$ cat src/rtl/pci_par_pkg.sv
`timescale 1ns/1ps
package pci_par_pkg;
    localparam int AD_W   = 32;
    localparam int CBE_W  = 4;
    localparam int WORD_W = AD_W + CBE_W;
    localparam int NFLAG  = 2;
    localparam int FLAG_LOC = 0;
    localparam int FLAG_REM = 1;

    typedef struct packed {
        logic [AD_W-1:0]  ad;
        logic [CBE_W-1:0] cbe;
    } bus_word_t;

    typedef enum logic [1:0] {
        PH_NONE = 2'd0,
        PH_ADDR = 2'd1,
        PH_SRC  = 2'd2,
        PH_SNK  = 2'd3
    } phase_e;

    function automatic logic odd_ones(input bus_word_t w);
        return ^w;
    endfunction

    function automatic phase_e classify(input logic addr, input logic data,
                                        input logic init, input logic wr);
        if (addr)
            return init ? PH_ADDR : PH_NONE;
        else if (data)
            return (init == wr) ? PH_SRC : PH_SNK;
        else
            return PH_NONE;
    endfunction
endpackage

$ cat src/rtl/pci_par_gen.sv
`timescale 1ns/1ps
module pci_par_gen
    import pci_par_pkg::*;
(
    input  logic      clk,
    input  logic      rst,
    input  bus_word_t word,
    input  logic      drive,
    output logic      par_o,
    output logic      par_oe_o
);
    always_ff @(posedge clk) begin
        if (rst) begin
            par_o    <= 1'b0;
            par_oe_o <= 1'b0;
        end else begin
            par_o    <= odd_ones(word);
            par_oe_o <= drive;
        end
    end
endmodule

$ cat src/rtl/pci_par_check.sv
`timescale 1ns/1ps
module pci_par_check
    import pci_par_pkg::*;
(
    input  logic      clk,
    input  logic      rst,
    input  bus_word_t word,
    input  logic      sink,
    input  logic      par_i,
    output logic      err_hit,
    output logic      perr_o,
    output logic      perr_oe_o
);
    logic exp_par_q;
    logic rx_q;

    assign err_hit = rx_q && (par_i != exp_par_q);

    always_ff @(posedge clk) begin
        if (rst) begin
            exp_par_q <= 1'b0;
            rx_q      <= 1'b0;
            perr_o    <= 1'b0;
            perr_oe_o <= 1'b0;
        end else begin
            exp_par_q <= odd_ones(word);
            rx_q      <= sink;
            perr_o    <= err_hit;
            perr_oe_o <= rx_q;
        end
    end
endmodule

$ cat src/rtl/pci_src_track.sv
`timescale 1ns/1ps
module pci_src_track #(
    parameter int LAG = 2
) (
    input  logic clk,
    input  logic rst,
    input  logic src,
    input  logic perr_i,
    output logic rem_hit
);
    logic [LAG-1:0] src_pipe;

    generate
        if (LAG == 1) begin : g_one
            always_ff @(posedge clk) begin
                if (rst) src_pipe <= '0;
                else     src_pipe <= src;
            end
        end else begin : g_many
            always_ff @(posedge clk) begin
                if (rst) src_pipe <= '0;
                else     src_pipe <= {src_pipe[LAG-2:0], src};
            end
        end
    endgenerate

    assign rem_hit = perr_i && src_pipe[LAG-1];
endmodule

$ cat src/rtl/pci_sticky.sv
`timescale 1ns/1ps
module pci_sticky #(
    parameter int N = 2
) (
    input  logic         clk,
    input  logic         rst,
    input  logic [N-1:0] set,
    input  logic [N-1:0] clr,
    output logic [N-1:0] q
);
    for (genvar i = 0; i < N; i++) begin : g_flag
        always_ff @(posedge clk) begin
            if (rst) q[i] <= 1'b0;
            else     q[i] <= (q[i] && !clr[i]) || set[i];
        end
    end
endmodule

$ cat src/rtl/pci_parity_unit.sv
`timescale 1ns/1ps
module pci_parity_unit
    import pci_par_pkg::*;
(
    input  logic             clk,
    input  logic             rst,
    input  logic [AD_W-1:0]  ad_i,
    input  logic [CBE_W-1:0] cbe_i,
    input  logic             addr_ph_i,
    input  logic             data_ph_i,
    input  logic             role_init_i,
    input  logic             dir_wr_i,
    input  logic             par_i,
    input  logic             perr_i,
    input  logic             clr_loc_i,
    input  logic             clr_rem_i,
    output logic             par_o,
    output logic             par_oe_o,
    output logic             perr_o,
    output logic             perr_oe_o,
    output logic             loc_err_o,
    output logic             rem_err_o
);
    bus_word_t        word;
    phase_e           ph;
    logic             loc_hit;
    logic             rem_hit;
    logic [NFLAG-1:0] set_v;
    logic [NFLAG-1:0] clr_v;
    logic [NFLAG-1:0] flags;

    assign word = '{ad: ad_i, cbe: cbe_i};
    assign ph   = classify(addr_ph_i, data_ph_i, role_init_i, dir_wr_i);

    pci_par_gen u_gen (
        .clk      (clk),
        .rst      (rst),
        .word     (word),
        .drive    (ph == PH_ADDR || ph == PH_SRC),
        .par_o    (par_o),
        .par_oe_o (par_oe_o)
    );

    pci_par_check u_chk (
        .clk       (clk),
        .rst       (rst),
        .word      (word),
        .sink      (ph == PH_SNK),
        .par_i     (par_i),
        .err_hit   (loc_hit),
        .perr_o    (perr_o),
        .perr_oe_o (perr_oe_o)
    );

    pci_src_track #(.LAG(2)) u_src (
        .clk     (clk),
        .rst     (rst),
        .src     (ph == PH_SRC),
        .perr_i  (perr_i),
        .rem_hit (rem_hit)
    );

    always_comb begin
        set_v           = '0;
        clr_v           = '0;
        set_v[FLAG_LOC] = loc_hit;
        set_v[FLAG_REM] = rem_hit;
        clr_v[FLAG_LOC] = clr_loc_i;
        clr_v[FLAG_REM] = clr_rem_i;
    end

    pci_sticky #(.N(NFLAG)) u_flags (
        .clk (clk),
        .rst (rst),
        .set (set_v),
        .clr (clr_v),
        .q   (flags)
    );

    assign loc_err_o = flags[FLAG_LOC];
    assign rem_err_o = flags[FLAG_REM];
endmodule

$ cat config.mk
export PLATFORM = sky130hd
export DESIGN_NAME = pci_parity_unit
export DESIGN_NICKNAME = d
export VERILOG_FILES = /design/src/rtl/pci_par_pkg.sv /design/src/rtl/pci_par_gen.sv /design/src/rtl/pci_par_check.sv /design/src/rtl/pci_src_track.sv /design/src/rtl/pci_sticky.sv /design/src/rtl/pci_parity_unit.sv
export SDC_FILE = /design/constraint.sdc
export NUM_CORES = 1
export LEC_CHECK = 0
export BUFFER_PORTS_ARGS = -buffer_cell sky130_fd_sc_hd__buf_2
export CAP_MARGIN = 25
export CORE_MARGIN = 5
export CORE_UTILIZATION = 38
export CTS_CLUSTER_DIAMETER = 60
export DETAILED_ROUTE_END_ITERATION = 16
export MAX_ROUTING_LAYER = met4
export PLACE_DENSITY = 0.78
export SYNTH_ARGS = -nofsm -noshare
export SYNTH_HDL_FRONTEND = slang
export SYNTH_SLANG_ARGS = --single-unit
$ cat constraint.sdc
create_clock -name clk -period 1.5 [get_ports clk]
set_input_delay 0.075 -clock clk [delete_from_list [all_inputs] [get_ports clk]]
set_output_delay 0.075 -clock clk [all_outputs]
set_load 0.03 [all_outputs]
==> out/qor.csv, run 1 <==
metric;value;unit
Worst-path clk slew;0.06;ns
worst-margin pin slew;0.209;ns
Post-CTS Hold Fix Bufs;0;
Net Switching;259;µW
# Max-Cap Violations;0;
Max Slew Vio Count;0;
max incr delay on CP;0.43;ns
Ys Warns;0;
CP Cell Sequence;buf_2 > xnor2_1 > xnor2_1 > xnor2_1 > xnor3_1 > mux2_4;
num ports;52;
VDD IR max;0.444;mV
Post-CTS Setup Bufs;0;
Post-Synthesis Cells;65;
RSZ-0062 raised after global routing;false;
worst-path maximum fanout;1;
met2 Use GR;25.5;%
DIE AREA;0.00263;mm²
FP Rows;15;
htree depth;1;
clock root cell;clkbuf_4;
maximum clock frequency;0.795;GHz
Starting DRT DRC Count;2;
vias;613;
worst path arrival time;1.41;ns
Final Wtd Congestion;0.683;
core area;0.00167;mm²
PortBufs;51;
Global Route Usage Sum;13.0;%
number of synthesized register bits;9;
Clock Skew;0.00410;ns
initial core utilization;38.7;%
crit path launch type;input pin;
initial antenna violation count;0;
Sequential Power Share;30.1;%
post-route design area;950;µm²
number of global-route vias before repair;649;
post-detail-place hpwl;1290;µm
Post-CTS Resized;0;
Nets;169;
hold slack;0.0541;ns
CTS tree;yes;
largest net degree at the start of global routing;10;
Final Cycle Share;83.9;%
most common cell after layout, fill and taps aside;buf_2;
Hold Crit Class;input pin to flop;
instance area after placement;923;µm²
Num CTS Buffers;3;
post-synthesis sequential area ratio;27.9;%
highest-delay cell along the critical path;xnor3_1;
die width;51.3;µm
clock latency on the worst-skew pair;0.26;ns
Sink Count;9;
final setup fails;0;
Int Power;628;µW
drt drc;0;
ratio of cells with drive above 1 in the final layout;46.7;%
die height;51.3;µm
Final Core Density;56.9;%
WP data required;1.65;ns
# fillers;161;
clock power share;21.1;%
routed wire length;1500;µm
total gr overflow;0;
Setup CP Type;input pin to flop;
Antenna Cells;0;
switching share of total power;29.2;%
TritonRoute pass-1 iters;2;
Avg Vias per Cell;4.47;
power density over the cells;934;mW/mm²
Comb power frac;48.8;%
Post-Syn Area;647;µm²
CP endpoint kind;flop;
Area growth syn-to-layout;46.8;%
P_leak;0.482;nW
cell mode on critical path;xnor2_1;
DRT antenna net count;0;
status;completed;
crit path buf inv count;1;
met3 Track Usage GR;2.62;%
Worst slew margin;86.0;%
Fin. Hold Viols;0;
GRT Max-Usage Layer;met2;
crit path time final;1.26;ns
number of distinct library cells after synthesis;15;
CP delay by family, top;XOR/XNOR gates;
Avg WL per Cell;10.9;µm
GR Layer Usage met1;11.2;%
global-route wire length before repair;2470;µm
Synth Area per Inst;9.95;µm²
Synth Net Count;113;
commonest non-fill, non-tap cells in the layout;51 x buf_2, 27 x xnor2_1, 9 x dfxtp_1, 6 x nor2b_1;
buffer depth of the longest clock path;2;
## metal layers
layer	vias to the layer above	share of wire, %
li1	313	-
met2	26	57
met4	0	1.5
met3	2	8.7
met1	272	33
met5	-	0
## power groups by stage
stage	sequential, mW	combinational (mW)	clock [mW]
after detailed placement	0.272	0.437	0
after CTS	0.267	0.439	0.198
after global placement	0.273	0.423	0
after global routing	0.268	0.468	0.210
after floorplan	0.302	0.294	0
final	0.267	0.433	0.187
## cell usage after synthesis (all sizes together)
library cell / instances / area share [%]
nand2: 3 / 1.7
nor2b: 6 / 5.8
mux2: 2 / 4.1
xnor3: 2 / 7.0
nand2b: 1 / 0.97
dfxtp: 9 / 28
a21oi: 1 / 0.77
ha: 2 / 3.9
xor2: 4 / 5.4
a21o: 1 / 1.2
xnor2: 27 / 37
nor2: 4 / 2.3
and2: 2 / 1.9
inv: 1 / 0.58
## area by class of cell
| class | instances | area (µm²) | share of cell area (%) |
|---|---|---|---|
| Inverter | 1 | 3.75 | 0.395 |
| Timing Repair Buffer | 51 | 255 | 26.9 |
| Clock buffer | 4 | 26.3 | 2.77 |
| Sequential cell | 9 | 180 | 19.0 |
| Multi-Input combinational cell | 55 | 463 | 48.7 |
| Tap cell | 17 | 21.3 | 2.24 |
## worst register-to-register path, stage by stage (launching register included)
cell and delay (ns):
dfxtp_1 0.32, xor2_1 0.15, and2_1 0.16, a21o_1 0.15
## final timing paths
check	from	to	slack, ns	cells after the start
min reg2reg	u_src.src_pipe[1]$_SDFF_PP0_	u_flags.q[1]$_SDFF_PP0_	0.43	2
max reg2reg	u_chk.exp_par_q$_SDFF_PP0_	u_flags.q[0]$_SDFF_PP0_	0.61	3
max	cbe_i[1]	u_chk.exp_par_q$_SDFF_PP0_	0.24	6
min	perr_i	u_flags.q[1]$_SDFF_PP0_	0.05	3
## registers in the layout, summed over array words and instances (netlist names)
signal,flops
u_chk.exp_par_q,1
u_chk.perr_o,1
u_chk.perr_oe_o,1
u_chk.rx_q,1
u_flags.q,2
u_gen.par_oe_o,1
u_src.src_pipe,2
## cells by family (layout without fill, tap and decap cells)
logic type / Yosys count / after routing / share of synthesized area [%]
and+or+nand+nor: 16 / 16 / 12.8
AOI/OAI and AO/OA: 2 / 2 / 1.93
buffers and inverters: 1 / 56 / 0.580
adders and majority gates: 2 / 2 / 3.87
DFF: 9 / 9 / 27.9
muxes: 2 / 2 / 4.06
xor gates and xnor gates: 33 / 33 / 48.9
## metrics by stage
step | setup TNS [ns] | std cells | setup slack (ns) | power (mW)
floorplan | 0 | 65 | 0.145 | 0.597
global placement | 0 | 133 | 0.0127 | 0.696
detailed placement | -0.0495 | 133 | -0.0495 | 0.709
CTS | 0 | 137 | 0.234 | 0.903
global route | 0 | 137 | 0.179 | 0.946
finish | 0 | 137 | 0.242 | 0.887
(Power assumes the default switching activity.)
==> run 2: changes to the inputs <==
==> constraint.sdc (replaced) <==
create_clock -name clk -period 1.16 [get_ports clk]
set_input_delay 0.058 -clock clk [delete_from_list [all_inputs] [get_ports clk]]
set_output_delay 0.058 -clock clk [all_outputs]
set_load 0.03 [all_outputs]
==> out/qor.csv, run 2 (same netlist as run 1, synthesis figures left out) <==
metric;value;unit
worst path arrival time;1.39;ns
Avg WL per Cell;11.2;µm
Inst Count DP;133;
ratio of cells with drive above 1 in the final layout;51.7;%
DIE AREA;0.00263;mm²
hold slack;0.0750;ns
CP endpoint kind;flop;
status;complete, but fails checks;
initial core utilization;38.7;%
failing checks;negative setup slack;
Setup CP Type;input pin to flop;
WP data required;1.30;ns
Sink Count;9;
maximum clock frequency;0.798;GHz
P_leak;0.526;nW
Post-CTS Setup Bufs;0;
Hold Crit Class;input pin to flop;
# fillers;166;
global-route wire length before repair;2300;µm
final setup fails;1;
drt drc;0;
clock latency on the worst-skew pair;0.25;ns
buffer depth of the longest clock path;2;
total gr overflow;0;
Starting DRT DRC Count;4;
routed wire length;1540;µm
Non-Filler Instances;137;
clock root cell;clkbuf_4;
Area growth syn-to-layout;58.6;%
most common cell after layout, fill and taps aside;buf_2;
Max Slew Vio Count;0;
worst-margin pin slew;0.218;ns
power density over the cells;1130;mW/mm²
Post-CTS Hold Fix Bufs;0;
# Max-Cap Violations;0;
worst-path maximum fanout;1;
Fin. Hold Viols;0;
Clock Skew;0.00110;ns
r2r setup slk;0.29;ns
core area;0.00167;mm²
vias;612;
crit path launch type;input pin;
PortBufs;51;
die height;51.3;µm
number of global-route vias before repair;582;
Worst slew margin;85.4;%
RSZ-0062 raised after global routing;true;
Global Route Usage Sum;11.9;%
htree depth;1;
TritonRoute pass-1 iters;5;
Avg Vias per Cell;4.47;
DRT antenna net count;0;
FP Rows;15;
initial antenna violation count;0;
largest net degree at the start of global routing;10;
die width;51.3;µm
crit path time final;1.25;ns
Final Cycle Share;108;%
VDD IR max;0.510;mV
total power;1.16;mW
num ports;52;
Final WS setup;-0.0937;ns
Num CTS Buffers;3;
CTS tree;yes;
Worst-path clk slew;0.06;ns
Final Wtd Congestion;0.632;
post-detail-place hpwl;1290;µm
commonest non-fill, non-tap cells in the layout;46 x buf_2, 21 x xnor2_1, 9 x dfxtp_1, 6 x nor2b_1, 6 x xnor2_2;
Nets;169;
largest registers;u_flags.q (2), u_src.src_pipe (2);
Antenna Cells;0;
-- run 2: final cells by class --
cell class                 count  area [µm²]  share of cell area [%]
sequential                     9         180                    17.6
timing repair buffer          51         287                    27.9
multi-input combinational     55         508                    49.5
tap                           17        21.3                    2.07
clock buffer                   4        26.3                    2.56
inverter                       1        3.75                   0.366
-- run 2: path summary, 6_finish.rpt --
path / start / cells after the start / endpoint
setup / recovery: cbe_i[1] / 6 / u_chk.exp_par_q$_SDFF_PP0_
hold / removal: rst / 2 / u_gen.par_oe_o$_SDFF_PP0_
setup reg to reg: u_chk.exp_par_q$_SDFF_PP0_ / 3 / u_flags.q[0]$_SDFF_PP0_
hold reg to reg: u_flags.q[0]$_SDFF_PP0_ / 1 / u_flags.q[0]$_SDFF_PP0_
-- run 2: metal layers --
layer	wire, µm	share of wire (%)	GRT usage (%)
met5	0	0	-
met2	915	59	24.2
met3	144	9.3	2.92
met4	0	0	3.93
met1	481	31	10.3
-- run 2: timing repair --
action | 4_1_cts | 5_1_grt
endpoints found under the setup margin | 1 | 1
resized for setup | 2 | 8
pin swaps | 0 | 8
-- run 2: metrics by stage --
stage | worst slack (ns) | area (µm²) | utilization, % | TNS, ns
after global routing | -0.134 | 1030 | 61.4 | -0.134
after CTS | -0.0493 | 972 | 58.2 | -0.0493
after global placement | -0.300 | 931 | 55.7 | -0.300
after detailed placement | -0.322 | 931 | 55.7 | -0.322
after floorplan | -0.161 | 654 | - | -0.161
final | -0.0937 | 1030 | 61.4 | -0.0937
-- run 2: worst max-delay path: stages --
cell and delay (ns):
buf_2 0.10, xnor2_1 0.18, xnor2_1 0.15, xnor2_1 0.16, xnor3_1 0.43, mux2_4 0.30
-- run 2: where the power goes --
| part | switching (mW) | internal, mW |
|---|---|---|
| registers | 0.0109 | 0.334 |
| logic | 0.223 | 0.371 |
| clock network | 0.0924 | 0.131 |
| total | 0.326 | 0.836 |
